## src/rtl/gpio_idx_pkg.sv

```systemverilog
package gpio_idx_pkg;
  localparam int BANK_W   = 32;
  localparam int NUM_LSB  = 0;
  localparam int NUM_W    = 8;
  localparam int CMD_BIT  = 12;
  localparam int TYPE_LSB = 16;
  localparam int TYPE_W   = 4;
  localparam int VAL_LSB  = 20;
  localparam int VAL_W    = 5;

  typedef enum logic [TYPE_W-1:0] {
    ATTR_DATA = 4'd0,
    ATTR_DIR  = 4'd1,
    ATTR_IRQ  = 4'd2,
    ATTR_DEB  = 4'd3,
    ATTR_TOL  = 4'd4,
    ATTR_SRC  = 4'd5,
    ATTR_MASK = 4'd6
  } attr_e;

  typedef struct packed {
    logic [BANK_W-1:0] data;
    logic [BANK_W-1:0] dir;
    logic [BANK_W-1:0] int_en;
    logic [BANK_W-1:0] sens0;
    logic [BANK_W-1:0] sens1;
    logic [BANK_W-1:0] sens2;
    logic [BANK_W-1:0] status;
    logic [BANK_W-1:0] deb1;
    logic [BANK_W-1:0] deb2;
    logic [BANK_W-1:0] tol;
    logic [BANK_W-1:0] src0;
    logic [BANK_W-1:0] src1;
    logic [BANK_W-1:0] imask;
  } bank_regs_t;

  function automatic logic [BANK_W-1:0] put_bit(input logic [BANK_W-1:0] old,
                                                input logic [BANK_W-1:0] sel,
                                                input logic v);
    return v ? (old | sel) : (old & ~sel);
  endfunction
endpackage

```

## src/rtl/gpio_idx_decode.sv

```systemverilog
module gpio_idx_decode
  import gpio_idx_pkg::*;
#(
  parameter int          NBANK    = 2,
  parameter int          ADDR_W   = 12,
  parameter logic [11:0] IDX_ADDR = 12'h2AC
) (
  input  logic              wr_en_i,
  input  logic [ADDR_W-1:0] wr_addr_i,
  input  logic [31:0]       wr_data_i,
  output logic [NBANK-1:0]  sel_o,
  output logic [4:0]        pin_o,
  output logic [1:0]        grp_o,
  output attr_e             type_o,
  output logic [VAL_W-1:0]  vals_o,
  output logic              err_o
);
  logic             hit, type_ok, bank_ok, cmd_bad;
  logic [NUM_W-1:0] num;
  logic [2:0]       bank;
  logic [TYPE_W-1:0] typ;

  assign hit     = wr_en_i && (wr_addr_i == ADDR_W'(IDX_ADDR));
  assign num     = wr_data_i[NUM_LSB +: NUM_W];
  assign bank    = num[7:5];
  assign pin_o   = num[4:0];
  assign grp_o   = num[4:3];
  assign typ     = wr_data_i[TYPE_LSB +: TYPE_W];
  assign type_o  = attr_e'(typ);
  assign vals_o  = wr_data_i[VAL_LSB +: VAL_W];
  assign cmd_bad = wr_data_i[CMD_BIT];
  assign type_ok = typ <= 4'd6;
  assign bank_ok = 32'(bank) < NBANK;
  assign err_o   = hit && (!type_ok || !bank_ok || cmd_bad);

  for (genvar b = 0; b < NBANK; b++) begin : g_sel
    assign sel_o[b] = hit && type_ok && (32'(bank) == b);
  end
endmodule

```

## src/rtl/gpio_idx_bank.sv

```systemverilog
module gpio_idx_bank
  import gpio_idx_pkg::*;
#(
  parameter logic [31:0] IN_CAP  = 32'hFFFF_FFFF,
  parameter logic [31:0] OUT_CAP = 32'hFFFF_FFFF
) (
  input  logic             clk_i,
  input  logic             rst_ni,
  input  logic             wr_i,
  input  attr_e            type_i,
  input  logic [4:0]       pin_i,
  input  logic [1:0]       grp_i,
  input  logic [VAL_W-1:0] vals_i,
  input  logic [31:0]      int_set_i,
  output bank_regs_t       regs_o,
  output logic [31:0]      set_o,
  output logic [31:0]      clr_o
);
  bank_regs_t  q, n;
  logic [31:0] pbit, gbit, new_set, clr;

  assign pbit    = 32'd1 << pin_i;
  assign gbit    = 32'd1 << {grp_i, 3'b000};
  assign new_set = int_set_i & q.int_en & ~q.status;

  always_comb begin
    n   = q;
    clr = '0;
    if (wr_i) begin
      unique case (type_i)
        ATTR_DATA: n.data = put_bit(q.data, pbit, vals_i[0]) & OUT_CAP;
        ATTR_DIR:  n.dir  = (put_bit(q.dir, pbit, vals_i[0]) | ~IN_CAP) & OUT_CAP;
        ATTR_IRQ: begin
          n.int_en = put_bit(q.int_en, pbit, vals_i[0]);
          n.sens0  = put_bit(q.sens0, pbit, vals_i[1]);
          n.sens1  = put_bit(q.sens1, pbit, vals_i[2]);
          n.sens2  = put_bit(q.sens2, pbit, vals_i[3]);
          clr      = pbit & {32{vals_i[4]}} & q.status;
        end
        ATTR_DEB: begin
          n.deb1 = put_bit(q.deb1, pbit, vals_i[0]);
          n.deb2 = put_bit(q.deb2, pbit, vals_i[1]);
        end
        ATTR_TOL:  n.tol   = put_bit(q.tol, pbit, vals_i[0]);
        ATTR_SRC: begin
          n.src0 = put_bit(q.src0, gbit, vals_i[0]);
          n.src1 = put_bit(q.src1, gbit, vals_i[1]);
        end
        ATTR_MASK: n.imask = put_bit(q.imask, pbit, vals_i[0]) & IN_CAP;
        default: ;
      endcase
    end
    // set and clear are disjoint: new_set only touches bits not yet set
    n.status = (q.status & ~clr) | new_set;
  end

  always_ff @(posedge clk_i or negedge rst_ni) begin
    if (!rst_ni) q <= '0;
    else         q <= n;
  end

  assign regs_o = q;
  assign set_o  = new_set;
  assign clr_o  = clr;
endmodule

```

## src/rtl/gpio_idx_pending.sv

```systemverilog
module gpio_idx_pending #(
  parameter int NPIN  = 64,
  parameter int CNT_W = $clog2(NPIN + 1)
) (
  input  logic             clk_i,
  input  logic             rst_ni,
  input  logic [NPIN-1:0]  set_i,
  input  logic [NPIN-1:0]  clr_i,
  output logic [CNT_W-1:0] pending_o,
  output logic             irq_o
);
  logic [CNT_W-1:0] cnt_q;
  logic [CNT_W:0]   n_set, n_clr, sum;

  always_comb begin
    n_set = '0;
    n_clr = '0;
    for (int i = 0; i < NPIN; i++) begin
      n_set = n_set + (CNT_W+1)'(set_i[i]);
      n_clr = n_clr + (CNT_W+1)'(clr_i[i]);
    end
    sum = (CNT_W+1)'(cnt_q) + n_set;
  end

  always_ff @(posedge clk_i or negedge rst_ni) begin
    if (!rst_ni)            cnt_q <= '0;
    else if (n_clr >= sum)  cnt_q <= '0;
    else                    cnt_q <= CNT_W'(sum - n_clr);
  end

  assign pending_o = cnt_q;
  assign irq_o     = |cnt_q;
endmodule

```

## src/rtl/gpio_idx_writer.sv

```systemverilog
module gpio_idx_writer
  import gpio_idx_pkg::*;
#(
  parameter int                  NBANK    = 2,
  parameter int                  ADDR_W   = 12,
  parameter logic [11:0]         IDX_ADDR = 12'h2AC,
  parameter logic [NBANK*32-1:0] IN_CAP   = {32'h00FF_FFFF, 32'hFFFF_FF0F},
  parameter logic [NBANK*32-1:0] OUT_CAP  = {32'h0F0F_FFFF, 32'hFFFF_F0FF},
  localparam int                 NPIN     = NBANK * 32,
  localparam int                 CNT_W    = $clog2(NPIN + 1)
) (
  input  logic              clk_i,
  input  logic              rst_ni,
  input  logic              wr_en_i,
  input  logic [ADDR_W-1:0] wr_addr_i,
  input  logic [31:0]       wr_data_i,
  input  logic [NPIN-1:0]   int_set_i,
  output logic [NPIN-1:0]   data_o,
  output logic [NPIN-1:0]   dir_o,
  output logic [NPIN-1:0]   int_en_o,
  output logic [NPIN-1:0]   sens0_o,
  output logic [NPIN-1:0]   sens1_o,
  output logic [NPIN-1:0]   sens2_o,
  output logic [NPIN-1:0]   status_o,
  output logic [NPIN-1:0]   deb1_o,
  output logic [NPIN-1:0]   deb2_o,
  output logic [NPIN-1:0]   tol_o,
  output logic [NPIN-1:0]   src0_o,
  output logic [NPIN-1:0]   src1_o,
  output logic [NPIN-1:0]   imask_o,
  output logic [CNT_W-1:0]  pending_o,
  output logic              irq_o,
  output logic              err_o
);
  logic [NBANK-1:0] sel;
  logic [4:0]       pin;
  logic [1:0]       grp;
  attr_e            typ;
  logic [VAL_W-1:0] vals;
  logic             dec_err, err_q;
  logic [NPIN-1:0]  set_all, clr_all;

  gpio_idx_decode #(.NBANK(NBANK), .ADDR_W(ADDR_W), .IDX_ADDR(IDX_ADDR)) u_dec (
    .wr_en_i, .wr_addr_i, .wr_data_i,
    .sel_o(sel), .pin_o(pin), .grp_o(grp), .type_o(typ), .vals_o(vals), .err_o(dec_err)
  );

  for (genvar b = 0; b < NBANK; b++) begin : g_bank
    bank_regs_t r;
    gpio_idx_bank #(.IN_CAP(IN_CAP[b*32 +: 32]), .OUT_CAP(OUT_CAP[b*32 +: 32])) u_bank (
      .clk_i, .rst_ni,
      .wr_i(sel[b]), .type_i(typ), .pin_i(pin), .grp_i(grp), .vals_i(vals),
      .int_set_i(int_set_i[b*32 +: 32]),
      .regs_o(r), .set_o(set_all[b*32 +: 32]), .clr_o(clr_all[b*32 +: 32])
    );
    assign data_o[b*32 +: 32]   = r.data;
    assign dir_o[b*32 +: 32]    = r.dir;
    assign int_en_o[b*32 +: 32] = r.int_en;
    assign sens0_o[b*32 +: 32]  = r.sens0;
    assign sens1_o[b*32 +: 32]  = r.sens1;
    assign sens2_o[b*32 +: 32]  = r.sens2;
    assign status_o[b*32 +: 32] = r.status;
    assign deb1_o[b*32 +: 32]   = r.deb1;
    assign deb2_o[b*32 +: 32]   = r.deb2;
    assign tol_o[b*32 +: 32]    = r.tol;
    assign src0_o[b*32 +: 32]   = r.src0;
    assign src1_o[b*32 +: 32]   = r.src1;
    assign imask_o[b*32 +: 32]  = r.imask;
  end

  gpio_idx_pending #(.NPIN(NPIN), .CNT_W(CNT_W)) u_pend (
    .clk_i, .rst_ni, .set_i(set_all), .clr_i(clr_all),
    .pending_o, .irq_o
  );

  always_ff @(posedge clk_i or negedge rst_ni) begin
    if (!rst_ni) err_q <= 1'b0;
    else         err_q <= dec_err;
  end
  assign err_o = err_q;
endmodule

```

## config.mk

```make
export PLATFORM = sky130hd
export DESIGN_NAME = gpio_idx_writer
export DESIGN_NICKNAME = d
export VERILOG_FILES = /design/src/rtl/gpio_idx_pkg.sv /design/src/rtl/gpio_idx_decode.sv /design/src/rtl/gpio_idx_bank.sv /design/src/rtl/gpio_idx_pending.sv /design/src/rtl/gpio_idx_writer.sv
export SDC_FILE = /design/constraint.sdc
export NUM_CORES = 1
export LEC_CHECK = 0
export ABC_CLOCK_PERIOD_IN_PS = 20200
export CELL_PAD_IN_SITES_DETAIL_PLACEMENT = 1
export CELL_PAD_IN_SITES_GLOBAL_PLACEMENT = 1
export CORE_AREA = 3 3 373 375
export CTS_CLUSTER_DIAMETER = 40
export DETAILED_ROUTE_END_ITERATION = 7
export DIE_AREA = 0 0 376 378
export PLACE_DENSITY = 0.66
export RECOVER_POWER = 50
export SLEW_MARGIN = 20
export SYNTH_ARGS = -nofsm -noshare
export SYNTH_HDL_FRONTEND = slang
export SYNTH_SLANG_ARGS = --single-unit
```

## constraint.sdc

```tcl
create_clock -name clk_i -period 20.2 [get_ports clk_i]
set_input_delay 6.06 -clock clk_i [delete_from_list [all_inputs] [get_ports clk_i]]
set_output_delay 6.06 -clock clk_i [all_outputs]
set_load 0.005 [all_outputs]
```

Word level (Yosys, flattened, before mapping) --
Index checks and enable logic that the tools add are counted.
Cells by class: $add $sub $neg 128, order comparisons 3, equality and inequality tests 8, shifts and indexed selects 2, muxes and demuxes 29, bitwise gates (word level) 65, reductions and logical operators 26
Operators with widths (count):
- 8-bit by 1-bit adder with 8-bit output | 124
- 32-bit bitwise AND | 30
- 32-bit 2-to-1 mux | 25
- 32-bit OR | 23
- 32-bit NOT | 6
- 1-bit by 5-bit << shifter with 32-bit output, first input constant | 2
- 28-bit bitwise AND | 1
- 28-bit 2-to-1 mux | 1
- 28-bit OR | 1
- 2-bit AND reduction | 14
- 24-bit bitwise AND | 1
- 24-bit 2-to-1 mux | 1
- 24-bit OR | 1
- 20-bit bitwise AND | 1
- 20-bit 2-to-1 mux | 1
- 20-bit OR | 1
- 12-bit by 10-bit == test with 1-bit output, second input constant | 1
- 4-bit by 3-bit == test with 1-bit output, second input constant | 3
- 7-bit by 8-bit adder with 8-bit output | 1
- 4-bit by 2-bit == test with 1-bit output, second input constant | 2
- 8-bit >= comparator | 1
- 7-bit 2-to-1 mux | 1
- 7-bit OR reduction | 1
- 7-bit subtractor | 1
- other kinds (10) | 17
Word-level totals: flip-flop bits (word level) 801, input bits 111, output and inout port bits 841, logic and storage cells 289

Logic depth before layout (Yosys ltp) --
depth in word-level cells 70, gate-level depth with buffers 34

Modules after synthesis --
Synthesis repeated with hierarchy kept, for this count alone.
Second synthesis, totals: cells, all modules 2881, area, all modules 35454.0 um2
By module, submodules not included:
- gpio_idx_bank at g_bank[0].u_bank | instances 1, cells an instance 1216, area an instance 15605.0 um2, seq. area each 8633.3 um2
- gpio_idx_bank at g_bank[1].u_bank | instances 1, cells an instance 1188, area an instance 15307.2 um2, seq. area each 8333.0 um2
- gpio_idx_pending | instances 1, cells an instance 449, area an instance 4307.9 um2, seq. area each 175.2 um2
- gpio_idx_decode | instances 1, cells an instance 27, area an instance 209.0 um2, seq. area each 0.0 um2
- gpio_idx_writer | instances 1, cells an instance 1, area an instance 25.0 um2, seq. area each 25.0 um2

Worst setup path after synthesis --
Ideal clock, no wire load.
path kind input -> register, start in wr_data_i[7], end reg u_pend.cnt_q[3], in the netlist u_pend.pending_o[3], library setup time 0.094 ns, arrival 14.299 ns, required time 20.106 ns, path slack 5.807 ns, stages 31, buffers on the path 1, path through or3_1 > or2_2 > nor4_2 > and2_0 > clkbuf_1 > nand3_1 > fa_1 > inv_1 > fa_1 > inv_1 > fa_1 > fa_1 > inv_1 > fa_1 > inv_1 > fa_1 > fa_1 > fa_1 > inv_1 > fa_1 > a21o_1 > a21oi_1 > o21bai_1 > a21oi_1 > xnor2_1 > ha_1 > a31o_2 > a21oi_1 > o31ai_1 > and4_1 > a211oi_1
On the way: longest elaborated chain between the ends 68
Ends and longest elaborated chain:
- from (decl) | line gpio_idx_writer.sv:16 | input logic [31:0] wr_data_i,
- 3-bit zero test | line gpio_idx_decode.sv:37 | assign sel_o[b] = hit && type_ok && (32'(bank) == b);
- 1-bit logical AND | line gpio_idx_decode.sv:37
- 32-bit 2-to-1 mux | line gpio_idx_bank.sv:29 | if (wr_i) begin
- 1-bit by 1-bit adder with 2-bit output | line gpio_idx_pending.sv:20 | n_clr = n_clr + (CNT_W+1)'(clr_i[i]);
- 8-bit by 1-bit adder with 8-bit output (61 in a row) | line gpio_idx_pending.sv:20
- 8-bit by 1-bit adder with 8-bit output * | line gpio_idx_pending.sv:20
- 7-bit subtractor / 8-bit >= comparator (equally long branches) | line gpio_idx_pending.sv:28, gpio_idx_pending.sv:27
- 7-bit 2-to-1 mux * | line gpio_idx_pending.sv:27 | else if (n_clr >= sum) cnt_q <= '0;
- to (signal assigned) | line gpio_idx_pending.sv:28 | else cnt_q <= CNT_W'(sum - n_clr);
- to (decl) | line gpio_idx_pending.sv:12 | logic [CNT_W-1:0] cnt_q;
Every way passes the cells marked *; elsewhere a longest branch is shown, timed or not. A chain may end at the register's enable or synchronous reset.

Final worst setup path --
start in wr_data_i[19], end reg u_pend.cnt_q[4], in the netlist u_pend.pending_o[4]
On the way: longest elaborated chain between the ends 69
Ends and longest elaborated chain:
- 4-bit by 3-bit less-or-equal comparator with 1-bit output | line gpio_idx_decode.sv:32 | assign type_ok = typ <= 4'd6;
- 1-bit logical AND (2 in a row) | line gpio_idx_decode.sv:37
- 32-bit 2-to-1 mux | line gpio_idx_bank.sv:29
- 1-bit by 1-bit adder with 2-bit output | line gpio_idx_pending.sv:20
- 8-bit by 1-bit adder with 8-bit output (61 in a row) | line gpio_idx_pending.sv:20
- 8-bit by 1-bit adder with 8-bit output * | line gpio_idx_pending.sv:20
- 7-bit subtractor / 8-bit >= comparator (equally long branches) | line gpio_idx_pending.sv:28, gpio_idx_pending.sv:27
- 7-bit 2-to-1 mux * | line gpio_idx_pending.sv:27
Marks and branches as above.

==> out/summary.txt <==
Worst Max-Slew Pin Slew = 5.77 ns
Gate Count Post-Synth = 3011
Gpl congestion = 0.867
Mux contribution to synthesized area = 15.9%
Endpoints failing setup = 0
Seq cells post-synth = 686
WL final = 172 mm
DP HPWL = 128 mm
Maximum vdd drop = 0.0787 mV
Leakage = 24.8 nW
Req. time, crit path = 20.83 ns
Hold Path Depth = 1
RR Startpoint = g_bank[1].u_bank.regs_o[342]
R2r setup slk = 12.12 ns
First-pass DRT Iterations = 5
CTS tree = built
WL per Instance = 29.9 µm
Max incr delay on CP = 0.76 ns
Dominant synthesized flop cell = dfrtp_1
Die height = 378 µm
Hold WC Path Type = flop to flop
HP Start = g_bank[1].u_bank.regs_o[400]
Critical-path top delay cell = dlygate4sd3_1
Clock Skew = 0.0372 ns
Fillcell total = 14800
Commonest non-fill, non-tap cell in the layout = dfrtp_1
Peak Freq = 64.3 MHz
Violated checks = capacitance limit, slew limit
CTS clk-pin slew, worst paths = 0.05 ns
Synth Area in Compound Gates = 4.22%
Area growth syn-to-layout = 43.0%
Share of cells above drive strength 1 = 19.0%
First DRT Iteration DRCs = 1946
Status = complete, but fails checks
Max Root-Sink Buffers = 3
Fin crit share = 76.9%
Worst Hold End = g_bank[1].u_bank.regs_o[400]
Crit path arrival time = 16.17 ns
# hold bufs at CTS = 0
Sw Ratio = 24.1%
Maximum level of the CTS H-tree = 4
Clock power frac = 62.2%
Total GRT Usage = 23.6%
Antenna Nets Post-Route = 0
P per Cell Area = 83.4 nW/µm²
Initial antenna violation count = 25
Pint = 0.00306 W
Vias in the first global route = 29100
Simple-gate area share of the yosys netlist = 13.0%
Largest net degree at the start of global routing = 160
Worst-Skew Late Latency = 0.78 ns
Synthesized cell area = 33800 µm²
Largest family of logic cells by synthesized area = multiplexers
Max_cap viols = 4
Max Slew Vio Count = 261
Fin crit period = 15.54 ns
Crit path launch = wr_data_i[19]
CP startpoint kind = primary input
Yosys Warn Count = 0
Routed vias/inst = 4.77
Async SR Flop Fraction = 100%
Adder-Cell Fraction of Synth Area = 8.76%
Combinational group share of total power = 3.5%
Number of flops mapped to enable cells by yosys = 0
Clock Sinks = 686
Rel. slew slack = -285%
Residual DRC = 0
Remaining Overflow, GRT = 0
Core footprint = 136000 µm²
Reg2Reg Depth = 26
Die X = 376 µm
Sequential share of power = 34.3%
Initial Util = 24.9%
Worst Setup End Kind = flop
Post-route setup TNS = 0 ns
Port Buf Inserts = 789
Post-synthesis sequential area ratio = 50.8%
Post-Synth XOR/XNOR Area = 0.311%
Final Core Density = 35.6%
Syn Area/Cell = 11.2 µm²
Cts repair resizes = 0
Most frequent cells in the layout = dfrtp_1, dlygate4sd3_1, mux2_2
Global-route wire length before repair = 234 mm
Net Switching = 0.000972 W
Most used cell, CP = fa_1
Nets = 4105
DIE AREA = 142000 µm²
Num rows = 135
Final Hold Vio Count = 0
Root Driver = clkbuf_16
Crit path kind = primary input to flop
IO Pins = 952
Post-CTS setup buffers = 0
RSZ-0062 raised after global routing = false
Netlist cell types = 50
Routed via count = 27400
R2R Path End = u_pend.pending_o[4]
Max FO, Critical Path = 45
TritonCTS Buffers = 142
-- kinds of logic (layout without fill, tap and decap cells) --
| group | Yosys count | count (layout) |
|---|---|---|
| AND/OR/NAND/NOR | 932 | 932 |
| flip-flops | 686 | 686 |
| multiplexers | 477 | 477 |
| buffers and inverters | 475 | 1256 |
| AO/OA/AOI/OAI | 258 | 258 |
| adder cells (fa/ha/maj) | 170 | 170 |
| XOR/XNOR | 12 | 12 |
| other | 1 | 161 |
-- metal layers --
layer | vias to the layer above | GRT usage (%) | wire length, µm
met5 | - | 0 | 26
met1 | 14300 | 28.7 | 68700
met3 | 266 | 8.23 | 14800
met4 | 4 | 9.37 | 6980
met2 | 1131 | 38.3 | 81100
li1 | 11600 | - | -
-- sequential cells by signal, indices dropped and copies added, names as in the netlist --
| name | count |
|---|---|
| g_bank.u_bank.regs_o | 678 |
| u_pend.pending_o | 7 |
| err_o | 1 |
-- power by group through the flow --
stage	clock, W	combinational, W	sequential [W]
floorplan	0	0.0000716	0.00140
global placement	0	0.000140	0.00140
detailed placement	0	0.000142	0.00140
CTS	0.00256	0.000142	0.00138
global route	0.00263	0.000154	0.00138
finish	0.00251	0.000140	0.00138
-- stage by stage --
step / cells / area (µm²) / setup slack [ns] / power (W) / hold WS (ns)
3_5_place_dp: 5461 / 43200 / 3.92 / 0.00155 / 0.484
5_1_grt: 5725 / 48300 / 3.07 / 0.00416 / 0.499
6_report: 5733 / 48300 / 4.66 / 0.00403 / 0.486
2_1_floorplan: 3158 / 34400 / 5.81 / 0.00147 / 0.489
3_3_place_gp: 5461 / 43200 / 4.12 / 0.00154 / 0.474
4_1_cts: 5720 / 48300 / 4.76 / 0.00408 / 0.495
-- worst max-delay path, delay by kind of cell --
family,cells,cell delay [ns]
and+or+nand+nor,8,2.06
AOI/OAI and AO/OA,5,0.96
buffers and inverters,7,1.91
adders and majority gates,12,5.08
-- cell usage after synthesis (33+ instances only) --
master	instances	area (µm²)
and3_1	49	307
nand2_1	322	1210
dfrtp_1	686	17200
mux2_2	414	4660
a21oi_1	33	165
buf_4	154	1160
mux2_1	62	698
fa_1	111	2220
inv_1	148	556
nand3_1	320	1600
clkbuf_1	133	499
ha_1	59	738
o21ai_0	162	811
nor2_1	134	503
-- area by class of cell --
cell class	instances	area [µm²]	share of cell area [%]
diodes	13	32.5	0.0673
repair buffers	849	8360	17.3
flip-flops and latches	686	17200	35.5
clock buffers	170	3850	7.96
inverters	148	556	1.15
well taps	1781	2230	4.61
multi-input cells	1997	14900	30.7
clock inverters	89	1290	2.66
-- how the worst max path moves through the flow --
stage	to	slack, ns
4_1_cts	u_pend.pending_o[4]	4.76
3_5_place_dp	u_pend.pending_o[4]	3.92
6_report	u_pend.pending_o[4]	4.66
5_1_grt	g_bank[1].u_bank.regs_o[371]	3.07
3_3_place_gp	u_pend.pending_o[4]	4.12
2_1_floorplan	u_pend.pending_o[3]	5.81
(Power assumes the default switching activity.)
